[src/rtl/mbr_pkg.sv]
package mbr_pkg;
    parameter int LO_W   = 8;
    parameter int HI_W   = 3;
    parameter int DATA_W = 8;
    parameter int ADDR_W = LO_W + HI_W;

    typedef logic [ADDR_W-1:0] addr_t;
    typedef logic [DATA_W-1:0] data_t;

    // ROM content generator: low byte times seven, upper bits in the top of the byte
    function automatic data_t rom_word(input addr_t a, input data_t seed);
        data_t prod;
        data_t hi;
        prod = data_t'(a[LO_W-1:0]) * data_t'(7);
        hi   = data_t'(a[ADDR_W-1:LO_W]) << (DATA_W - HI_W);
        return prod ^ hi ^ seed;
    endfunction
endpackage

[src/rtl/mbr_addr_latch.sv]
module mbr_addr_latch
    import mbr_pkg::*;
(
    input  logic              clk,
    input  logic              rst_n,
    input  logic              ale,
    input  logic [LO_W-1:0]   ad_lo,
    input  logic [HI_W-1:0]   a_hi,
    input  logic              ce_n,
    input  logic              ce,
    output addr_t             addr,
    output logic              sel
);
    typedef struct packed {
        logic  ale;
        addr_t addr;
        logic  sel;
    } latch_t;

    latch_t st_d, st_q;
    logic   fall;

    always_comb begin
        st_d     = st_q;
        st_d.ale = ale;
        fall     = st_q.ale && !ale;
        if (fall) begin
            st_d.addr = {a_hi, ad_lo};
            st_d.sel  = !ce_n && ce;
        end
    end

    always_ff @(posedge clk or negedge rst_n) begin
        if (!rst_n) st_q <= '0;
        else        st_q <= st_d;
    end

    assign addr = st_q.addr;
    assign sel  = st_q.sel;

    assert_capture_R2: assert property (@(posedge clk) disable iff (!rst_n)
        fall |=> addr == $past({a_hi, ad_lo}));

    assert_sel_R6: assert property (@(posedge clk) disable iff (!rst_n)
        fall |=> sel == $past(!ce_n && ce));

    assert_hold_R9: assert property (@(posedge clk) disable iff (!rst_n)
        !fall |=> $stable(addr) && $stable(sel));
endmodule

[src/rtl/mbr_read_ctrl.sv]
module mbr_read_ctrl
    import mbr_pkg::*;
#(
    parameter data_t ROM_SEED = 8'h5A
) (
    input  logic  clk,
    input  logic  rst_n,
    input  logic  sel,
    input  addr_t addr,
    input  logic  ale,
    input  logic  rd_n,
    input  logic  io_m,
    input  data_t io_rdata,
    output data_t ad_out,
    output logic  ad_oe
);
    typedef struct packed {
        logic  oe;
        data_t data;
    } rd_t;

    rd_t rs_d, rs_q;

    always_comb begin
        rs_d    = rs_q;
        rs_d.oe = sel && !rd_n && !ale;
        if (rs_d.oe) begin
            rs_d.data = io_m ? io_rdata : rom_word(addr, ROM_SEED);
        end
    end

    always_ff @(posedge clk or negedge rst_n) begin
        if (!rst_n) rs_q <= '0;
        else        rs_q <= rs_d;
    end

    assign ad_out = rs_q.data;
    assign ad_oe  = rs_q.oe;

    assert_oe_needs_rd_R8: assert property (@(posedge clk) disable iff (!rst_n)
        (rd_n || ale) |=> !ad_oe);

    assert_io_path_R5: assert property (@(posedge clk) disable iff (!rst_n)
        (sel && !rd_n && !ale && io_m) |=> ad_oe && ad_out == $past(io_rdata));
endmodule

[src/rtl/mbr_rom_bus.sv]
module mbr_rom_bus
    import mbr_pkg::*;
#(
    parameter data_t ROM_SEED = 8'h5A
) (
    input  logic              clk,
    input  logic              rst_n,
    input  logic              ale,
    input  logic [LO_W-1:0]   ad_in,
    output logic [DATA_W-1:0] ad_out,
    output logic              ad_oe,
    input  logic [HI_W-1:0]   a_hi,
    input  logic              rd_n,
    input  logic              io_m,
    input  logic              ce_n,
    input  logic              ce,
    input  logic [DATA_W-1:0] io_rdata
);
    addr_t addr_l;
    logic  sel_l;

    mbr_addr_latch u_latch (
        .clk   (clk),
        .rst_n (rst_n),
        .ale   (ale),
        .ad_lo (ad_in),
        .a_hi  (a_hi),
        .ce_n  (ce_n),
        .ce    (ce),
        .addr  (addr_l),
        .sel   (sel_l)
    );

    mbr_read_ctrl #(.ROM_SEED(ROM_SEED)) u_rd (
        .clk      (clk),
        .rst_n    (rst_n),
        .sel      (sel_l),
        .addr     (addr_l),
        .ale      (ale),
        .rd_n     (rd_n),
        .io_m     (io_m),
        .io_rdata (io_rdata),
        .ad_out   (ad_out),
        .ad_oe    (ad_oe)
    );

    assert_desel_quiet_R7: assert property (@(posedge clk) disable iff (!rst_n)
        !sel_l |=> !ad_oe);

    assert_reset_quiet_R1: assert property (@(posedge clk)
        !rst_n |-> !ad_oe && ad_out == '0);
endmodule

[config.mk]
export PLATFORM = sky130hd
export DESIGN_NAME = mbr_rom_bus
export DESIGN_NICKNAME = d
export VERILOG_FILES = /design/src/rtl/mbr_pkg.sv /design/src/rtl/mbr_addr_latch.sv /design/src/rtl/mbr_read_ctrl.sv /design/src/rtl/mbr_rom_bus.sv
export SDC_FILE = /design/constraint.sdc
export NUM_CORES = 1
export LEC_CHECK = 0
export ABC_AREA = 1
export BUFFER_PORTS_ARGS = -buffer_cell sky130_fd_sc_hd__buf_4
export CAP_MARGIN = 20
export CORE_MARGIN = 3
export CORE_UTILIZATION = 55
export CTS_CLUSTER_DIAMETER = 100
export DETAILED_ROUTE_END_ITERATION = 8
export GPL_TIMING_DRIVEN = 0
export MAX_ROUTING_LAYER = met4
export PLACE_DENSITY_LB_ADDON = 0.05
export SYNTH_ARGS = -nofsm -noshare
export SYNTH_HDL_FRONTEND = slang
export SYNTH_SLANG_ARGS = --single-unit
export TNS_END_PERCENT = 30
[constraint.sdc]
create_clock -name clk -period 3.7 [get_ports clk]
set_clock_uncertainty 0.2 [all_clocks]
set_input_delay 0.555 -clock clk [delete_from_list [all_inputs] [get_ports clk]]
set_output_delay 0.555 -clock clk [all_outputs]
set_load 0.02 [all_outputs]
; ---- Yosys cells after proc, flatten, opt, wreduce, memory -nomap -nowiden
; Cells that the tools add are included.
; Widths: inputs -> output; s select.
[totals]
reg_bits = 22
input_bits = 26
out_inout_bits = 9
word_cells = 16
[classes]
n_mul = 1
mux = 1
bitwise_logic = 2
reduce_logical = 7
[ops]
columns = operator, n
row1 = $mul 8x3->8 const B, 1
row2 = $mux 8, 1
row3 = $xor 8x8->8, 1
row4 = $logic_and 1x1->1, 4
row5 = $not 4->4, 1
row6 = $logic_not 1->1, 3

; ---- Logic depth before layout (Yosys ltp)
; Gate-level depths: netlist (run 1).
[logic_depth]
ltp_word = 4
mapped_depth = 12
ltp_nobuf = 12

; ---- Modules after synthesis
; From an unflattened synthesis (run 1), not the netlist that was laid out.
[hier_totals]
hier_cells = 168
area_unflattened_um2 = 1397.6
[modules_own_cells]
columns = mod, n_inst, cells_each, area_per_inst_um2, seq_area_each_um2
row1 = mbr_read_ctrl, 1, 100, 810.8, 225.2
row2 = mbr_addr_latch, 1, 68, 586.8, 325.3

; ---- Worst setup path before layout (run 1)
; No wires, ideal clock.
[synth_path]
kind = reg-to-reg
start = register u_latch.st_q, in the netlist u_latch.addr[1]
end = register u_rd.rs_q, in the netlist u_rd.ad_out[6]
setup_ns = 0.124
arrival_ns = 1.944
required_time_ns = 3.376
setup_slack_ns = 1.432
stages_incl_launch_ff = 10
n_path_buf = 0
synth_period_minus_slack_ns = 2.268
cell_sequence = dfrtp_1 -> fa_1 -> ha_1 -> fa_1 -> nand3_1 -> nand2_1 -> xnor2_1 -> nand2_1 -> o211ai_1 -> nand2_1
[synth_via]
elab_chain_len = 4
[synth_lines]
columns = element, line_no
row1 = from (decl), mbr_addr_latch.sv:20  ; latch_t st_d, st_q;
row2 = from (signal assigned), mbr_addr_latch.sv:35  ; else st_q <= st_d;
row3 = $mul 8x3->8, mbr_pkg.sv:14  ; prod = data_t'(a[LO_W-1:0]) * data_t'(7);
row4 = $xor 8x8->8, mbr_pkg.sv:16  ; return prod ^ hi ^ seed;
row5 = $not 4->4 (no source line), -
row6 = $mux 8, mbr_read_ctrl.sv:28  ; rs_d.data = io_m ? io_rdata : rom_word(addr, ROM_SEED);
row7 = to (signal assigned), mbr_read_ctrl.sv:34  ; else rs_q <= rs_d;
row8 = to (decl), mbr_read_ctrl.sv:22  ; rd_t rs_d, rs_q;
; No other way between the ends.
; A chain may end at the register's enable or synchronous reset.

; ---- Worst setup path after layout (run 1)
; Same ends and word-level chain as after synthesis.

==> metrics.md, run 1 <==
| Metric | Value |
|---|---|
| Status | finished, final reports clean |
| Placed Area | approximately 1600 um^2 |
| Clk Latency, worst-skew pair | between 0.3 and 0.4 ns |
| Synth Instances | about 150 |
| Top-count cell post-synth | nand2_1 |
| Synth Area in Adders | between 10% and 20% |
| Post-synth net total | 189 |
| Clock sink count | 22 |
| Synth cell types | 21 |
| Cell Count, Final, Fillers Out | 216 |
| Drt first pass iters | 4 |
| Routed WL | about 2600 um |
| Total number of yosys warnings | 0 |
| Post-CTS Hold Fix Bufs | 1 |
| Setup TNS | 0 ns |
| #FFs+latches synth | 22 |
| Gate power share | 47.1% |
| Crit start category | flip-flop |
| Worst hold path type | input pin to flip-flop |
| Fin. max-slew vios | 0 |
| Largest net degree at the start of global routing | 23 |
| Seq/Total Area, Yosys | a little over two fifths |
| IO buf count | 34 |
| Synth Area in XOR/XNOR | under 10% |
| Synth Area in Compound Gates | under 10% |
| Overflow after GRT | 0 |
| Area growth, synth to finish | 25.1% |
| WL/cell | around 12 um |
| Worst-Margin Slew | around 0.29 ns |
| Seq pwr share | between 30% and 40% |
| Worst stage delay on the critical path | 0.48 ns |
| Total CTS buffers | 3 |
| Global-route wire length before repair | ~4500 um |
| Mux cell area share after synthesis | 0% |
| Nets | between 200 and 250 |
| Critical path type | flip-flop to flip-flop |
| Post-synth ARST share | 100% |
| Pwr Total | 0.834 mW |
| Synth top cells by count | nand2_1 (58), dfrtp_1 (22), inv_1 (13) |
| TritonCTS clock tree | yes |
| Initial Util | about 60% |
| Layout cell share with drive strength beyond 1 | a little under a quarter |
| Worst path bufs/invs | 0 |
| Clock slew at reported path FFs | 0.12 ns |
| Pre-CTS setup slack | between 1 and 1.5 ns |
| GRT Overall Usage | between 20 and 25% |
| Synth Flop Type | dfrtp_1 |
| Switching Fraction | 39.3% |
| Clock share of power | around an eighth |
| Post-CTS sizing | 0 |
| Clock Tree Buf Depth | 2 |
| Post-synth EDFFs | 0 |
| RSZ-0062 raised after global routing | false |
| GPL Wtd Cong | between 0.8 and 0.9 |
| Max cap viols | 0 |
| Avg Vias per Cell | 5.04 |
| Net switching power | ~0.33 mW |
| Placement row count | 16 |
| Core ar. | around 2100 um^2 |
| Final Hold Fails | 0 |
| Final ANT Viol Nets | 0 |
| Via count | about 1.1k |
| Post-synth top area cell | dfrtp_1 |
| Vias in the first global route | ~1.1k |
| Detailed Place HPWL | 2110 um |
| Largest family of logic cells by synthesized area | simple AND/OR/NAND/NOR gates |
| Initial antenna violation count | 0 |
| CP Data Arrival Time | 2.47 ns |
| DIE AREA | 2940 um^2 |
| Achievable clock frequency | 0.406 GHz |
| Fin Hold WS | ~0.19 ns |
| Leakage power | 0.869 nW |
| Slowest CP cell | fa_1 |
| Period utilisation layout | 66.6% |
| Critical path capture point type | flip-flop |
| Synth Area per Inst | 8.48 um^2 |
| Post-route cell area | 1600 um^2 |
| PD cells | about 520 nW/um^2 |
| Setup ws final | 1.23 ns |
| Clock Tree Root | clkbuf_4 |
| Inserted Diodes | 0 |
| Internal power | ~0.5 mW |
| WP data required | roughly 3.7 ns |
| Yosys top cell area share | between 40% and 50% |
| Critical Path Most Common Cell | nand2_1 |
| Min cycle time layout | 2.47 ns |
| Cell family with most CP delay | adder cells |
| Remaining DRCs | 0 |
| Initial detailed-routing violation count | 12 |
| Max-slew headroom at the worst pin | between 80 and 90% |
| Setup Fix Bufs, Post-CTS | 0 |
| Crit path cell chain | fa_1 > ha_1 > fa_1 > nand3_1 > nand2_1 > xnor2_1 > nand2_1 > o211ai_1 > nand2_1 |
| Die width | approximately 54 um |
| Crit-path max FO | 4 |
| Syn Std Cell Area | about 1300 um^2 |
| H-Tree Depth | 1 |
| Final core utilization | 77.0% |
| Inst Count DP | 212 |
| Setup-failing EPs final | 0 |
| Post-Synth Simple-Gate Area | between 20% and 30% |
| Die Y | roughly 54 um |
| Top-Level Pins | 35 |
| Peak supply drop | 0.375 mV |
| Synth area leaders | dfrtp_1 (43%), nand2_1 (17%), fa_1 (9.4%) |
[power by group through the flow]
| stage | combinational, mW | sequential [mW] | clock (mW) |
|---|---|---|---|
| after detailed placement | 0.394 | 0.336 | 0 |
| after global routing | 0.448 | 0.338 | 0.128 |
| after floorplan | 0.217 | 0.376 | 0 |
| after CTS | 0.397 | 0.331 | 0.114 |
| after global placement | 0.380 | 0.334 | 0 |
| final | 0.392 | 0.331 | 0.110 |
[logic make-up after synthesis]
| family | count (synthesis) |
|---|---|
| fa+ha+maj | 12 |
| compound gates | 19 |
| buf+inv | 17 |
| xor+xnor | 5 |
| flops | 22 |
| simple gates | 76 |
[flip-flops by register name, indices dropped and copies added (netlist names)]
register / count
u_rd.ad_out: 8
u_latch.st_q: 1
u_latch.sel: 1
u_latch.addr: 11
u_rd.ad_oe: 1
[path summary, 6_finish.rpt]
check,from,to,slack [ns],cells past startpoint
max,u_latch.addr[1]$_DFFE_PN0P_,u_rd.ad_out[6]$_DFFE_PN0P_,1.23,9
min,ale,u_latch.st_q[12]$_DFF_PN0_,0.19,1
max reg2reg,u_latch.addr[1]$_DFFE_PN0P_,u_rd.ad_out[6]$_DFFE_PN0P_,1.23,9
min reg2reg,u_rd.ad_out[7]$_DFFE_PN0P_,u_rd.ad_out[7]$_DFFE_PN0P_,0.30,2
max in group asynchronous,rst_n,u_rd.ad_out[1]$_DFFE_PN0P_,2.62,2
min in group asynchronous,rst_n,u_latch.addr[3]$_DFFE_PN0P_,0.46,2
[metal layers]
metal	vias up	track usage [%]	part of all wire (%)
met2	23	35.5	50
met4	0	11.2	1.7
li1	561	-	-
met3	5	4.36	4.4
met5	-	-	0
met1	499	26.7	44
[cells in the final DEF (no fill, tap or decap), drive strengths merged]
| master | instances |
|---|---|
| a21oi | 4 |
| buf | 37 |
| clkbuf | 3 |
| dfrtp | 22 |
| dlygate4sd3 | 1 |
| fa | 6 |
| ha | 6 |
| inv | 14 |
| nand2 | 58 |
| nand3 | 8 |
| nand3b | 1 |
| nor2 | 7 |
| nor3 | 2 |
| o211ai | 2 |
| o21ai | 12 |
| o31ai | 1 |
| xnor2 | 4 |
| xor2 | 1 |
[final cells by class]
type	count	area (um^2)
multi-input cells	112	657
flip-flops and latches	22	551
fillers	155	479
repair buffers	35	265
inverters	14	52.6
well taps	27	33.8
clock buffers	3	22.5
plain buffers	3	21.3
No activity file was read; power rests on OpenSTA's default activity.
==> run 2, diff against run 1 <==
CORE_UTILIZATION = 46   (was 55)
clock period = 2.1 ns   (was 3.7 ns; I/O delays follow)
==> run 2 against run 1 <==
- the run now ends with setup timing left
- largest cell class unchanged
- flip-flop and latch count unchanged
- global-route usage decreased by 3.6 points
- combinational power increased by 110%
==> metrics.md, run 2 (synthesis gave the netlist of run 1 again) <==
| Metric | Value |
|---|---|
| Fin. max-slew vios | 0 |
| Detailed Place HPWL | between 2000 and 2500 um |
| Inst Count DP | between 200 and 250 |
| Total CTS buffers | 3 |
| Core ar. | 2570 um^2 |
| Initial detailed-routing violation count | 24 |
| Crit start category | flip-flop |
| Clock Tree Buf Depth | 2 |
| Initial antenna violation count | 0 |
| Worst stage delay on the critical path | 0.53 ns |
| Initial Util | between 40% and 50% |
| Inserted Diodes | 0 |
| Failing checks | setup timing |
| Hold Crit Start | a_hi[2] |
| Routed WL | 2810 um |
| Final Hold Fails | 0 |
| Worst Setup SP | u_latch.addr[0]$_DFFE_PN0P_ |
| Nets | 243 |
| DIE AREA | roughly 3500 um^2 |
| RR Startpoint | u_latch.addr[0]$_DFFE_PN0P_ |
| Die width | roughly 59 um |
| Crit-path max FO | 3 |
| Commonest non-fill, non-tap cell in the layout | nand2_1 |
| Max-slew headroom at the worst pin | between 80 and 90% |
| Critical Path Most Common Cell | nand2_1 |
| Largest net degree at the start of global routing | 23 |
| WP data required | around 2.1 ns |
| Clock sink count | 22 |
| Setup ws final | -0.243 ns |
| CP Data Arrival Time | ~2.4 ns |
| Pwr Total | ~1.7 mW |
| Max cap viols | 0 |
| Drt first pass iters | 6 |
| TritonCTS clock tree | yes |
| Max reg flops | 11 |
| Worst hold path type | input pin to flip-flop |
| Clock slew at reported path FFs | 0.12 ns |
| Setup-failing EPs final | 5 |
| Peak supply drop | around 0.80 mV |
| Clock Tree Root | clkbuf_4 |
| Placed Area | approximately 1600 um^2 |
| Achievable clock frequency | between 0.4 and 0.5 GHz |
| Critical path capture point type | flip-flop |
| Die Y | roughly 59 um |
| PD cells | 902 nW/um^2 |
| Fin Hold WS | around 0.0075 ns |
| Avg Vias per Cell | 4.93 |
| Crit path cell chain | fa_1 > ha_4 > fa_2 > nand3_2 > nand2_2 > xnor2_2 > nand2_1 > o211ai_1 > nand2_1 |
| Critical path type | flip-flop to flip-flop |
| Fillers | 210 |
| H-Tree Depth | 1 |
| Pre-CTS setup slack | -0.255 ns |
| Placement row count | 18 |
| Remaining DRCs | 0 |
| Global-route wire length before repair | 4760 um |
| Most frequent cells in the layout | nand2_1 (55), buf_4 (37), dfrtp_1 (18) |
| Status | finished, violations left |
| Via count | 1153 |
| Period utilisation layout | 112% |
| Layout cell share with drive strength beyond 1 | between 30% and 40% |
| RSZ-0062 raised after global routing | true |
| Clk Latency, worst-skew pair | 0.31 ns |
| GPL Wtd Cong | between 0.7 and 0.8 |
| Final ANT Viol Nets | 0 |
| Top-Level Pins | 35 |
| Post-route cell area | 1830 um^2 |
| Slowest CP cell | fa_1 |
| Min cycle time layout | between 2 and 2.5 ns |
| Worst-Margin Slew | 0.299 ns |
| Area growth, synth to finish | 43.1% |
| Worst path bufs/invs | 0 |
| IO buf count | 34 |
| Vias in the first global route | ~1.2k |
| Final core utilization | a little under three quarters |
| Cell family with most CP delay | adder cells |
| Setup TNS | -0.958 ns |
| Cell Count, Final, Fillers Out | 234 |
| Overflow after GRT | 0 |
| Leakage power | ~0.94 nW |
| GRT Overall Usage | between 10% and 20% |
| WL/cell | around 12 um |
[run 2: cell count changes in the layout (fill, tap and decap cells not counted), moves of 3 or more]
cell,previous run,this run
ha_1,6,3
buf_4,34,37
dfrtp_2,0,4
dfrtp_1,22,18
ha_4,0,3
dlygate4sd3_1,1,11
nand2_1,58,55
[run 2: tightest hold or removal path: cells and delay by family]
family	cells	cell delay, ns
compound gates	1	0.06
buf+inv	1	0.08
simple gates	1	0.04
[run 2: final cells by class]
type,count,area (um^2),share of cell area [%]
plain buffers,3,21.3,1.16
well taps,30,37.5,2.05
inverters,14,52.6,2.87
repair buffers,49,399,21.8
multi-input cells,112,731,39.9
flip-flops and latches,22,556,30.3
clock buffers,4,36.3,1.98
[run 2: timing repair]
action / CTS / global route
cloned: 0 / 0
setup buffers: 0 / 4
hold buffers: 11 / 0
resized for setup: 7 / 12
pin swaps: 5 / 14
endpoints found under the setup margin: 5 / 5
hold endpoints to repair: 32 / 0
[run 2: path summary, 6_finish.rpt]
kind                                                     end  slack, ns  cells after the start
min in group asynchronous        u_latch.addr[1]$_DFFE_PN0P_       0.21                      2
worst min-delay path            u_latch.addr[10]$_DFFE_PN0P_      0.007                      3
worst max-delay path              u_rd.ad_out[6]$_DFFE_PN0P_      -0.24                      9
worst min register to register    u_rd.ad_out[5]$_DFFE_PN0P_       0.30                      2
worst max register to register    u_rd.ad_out[6]$_DFFE_PN0P_      -0.24                      9
max in group asynchronous        u_latch.addr[4]$_DFFE_PN0P_       1.25                      2
[run 2: routing by layer]
metal	up-vias	track usage [%]	wire, um
met1	541	20.8	1220
met2	21	33.4	1430
met5	-	-	0
li1	585	-	-
met4	0	7.77	48
met3	6	1.97	109
[run 2: where the power goes]
group          internal [mW]  switching (mW)  leakage (nW)
combinational          0.407           0.426         0.653
sequential             0.517          0.0668         0.269
clock                  0.106           0.130        0.0210
total                   1.03           0.624         0.943
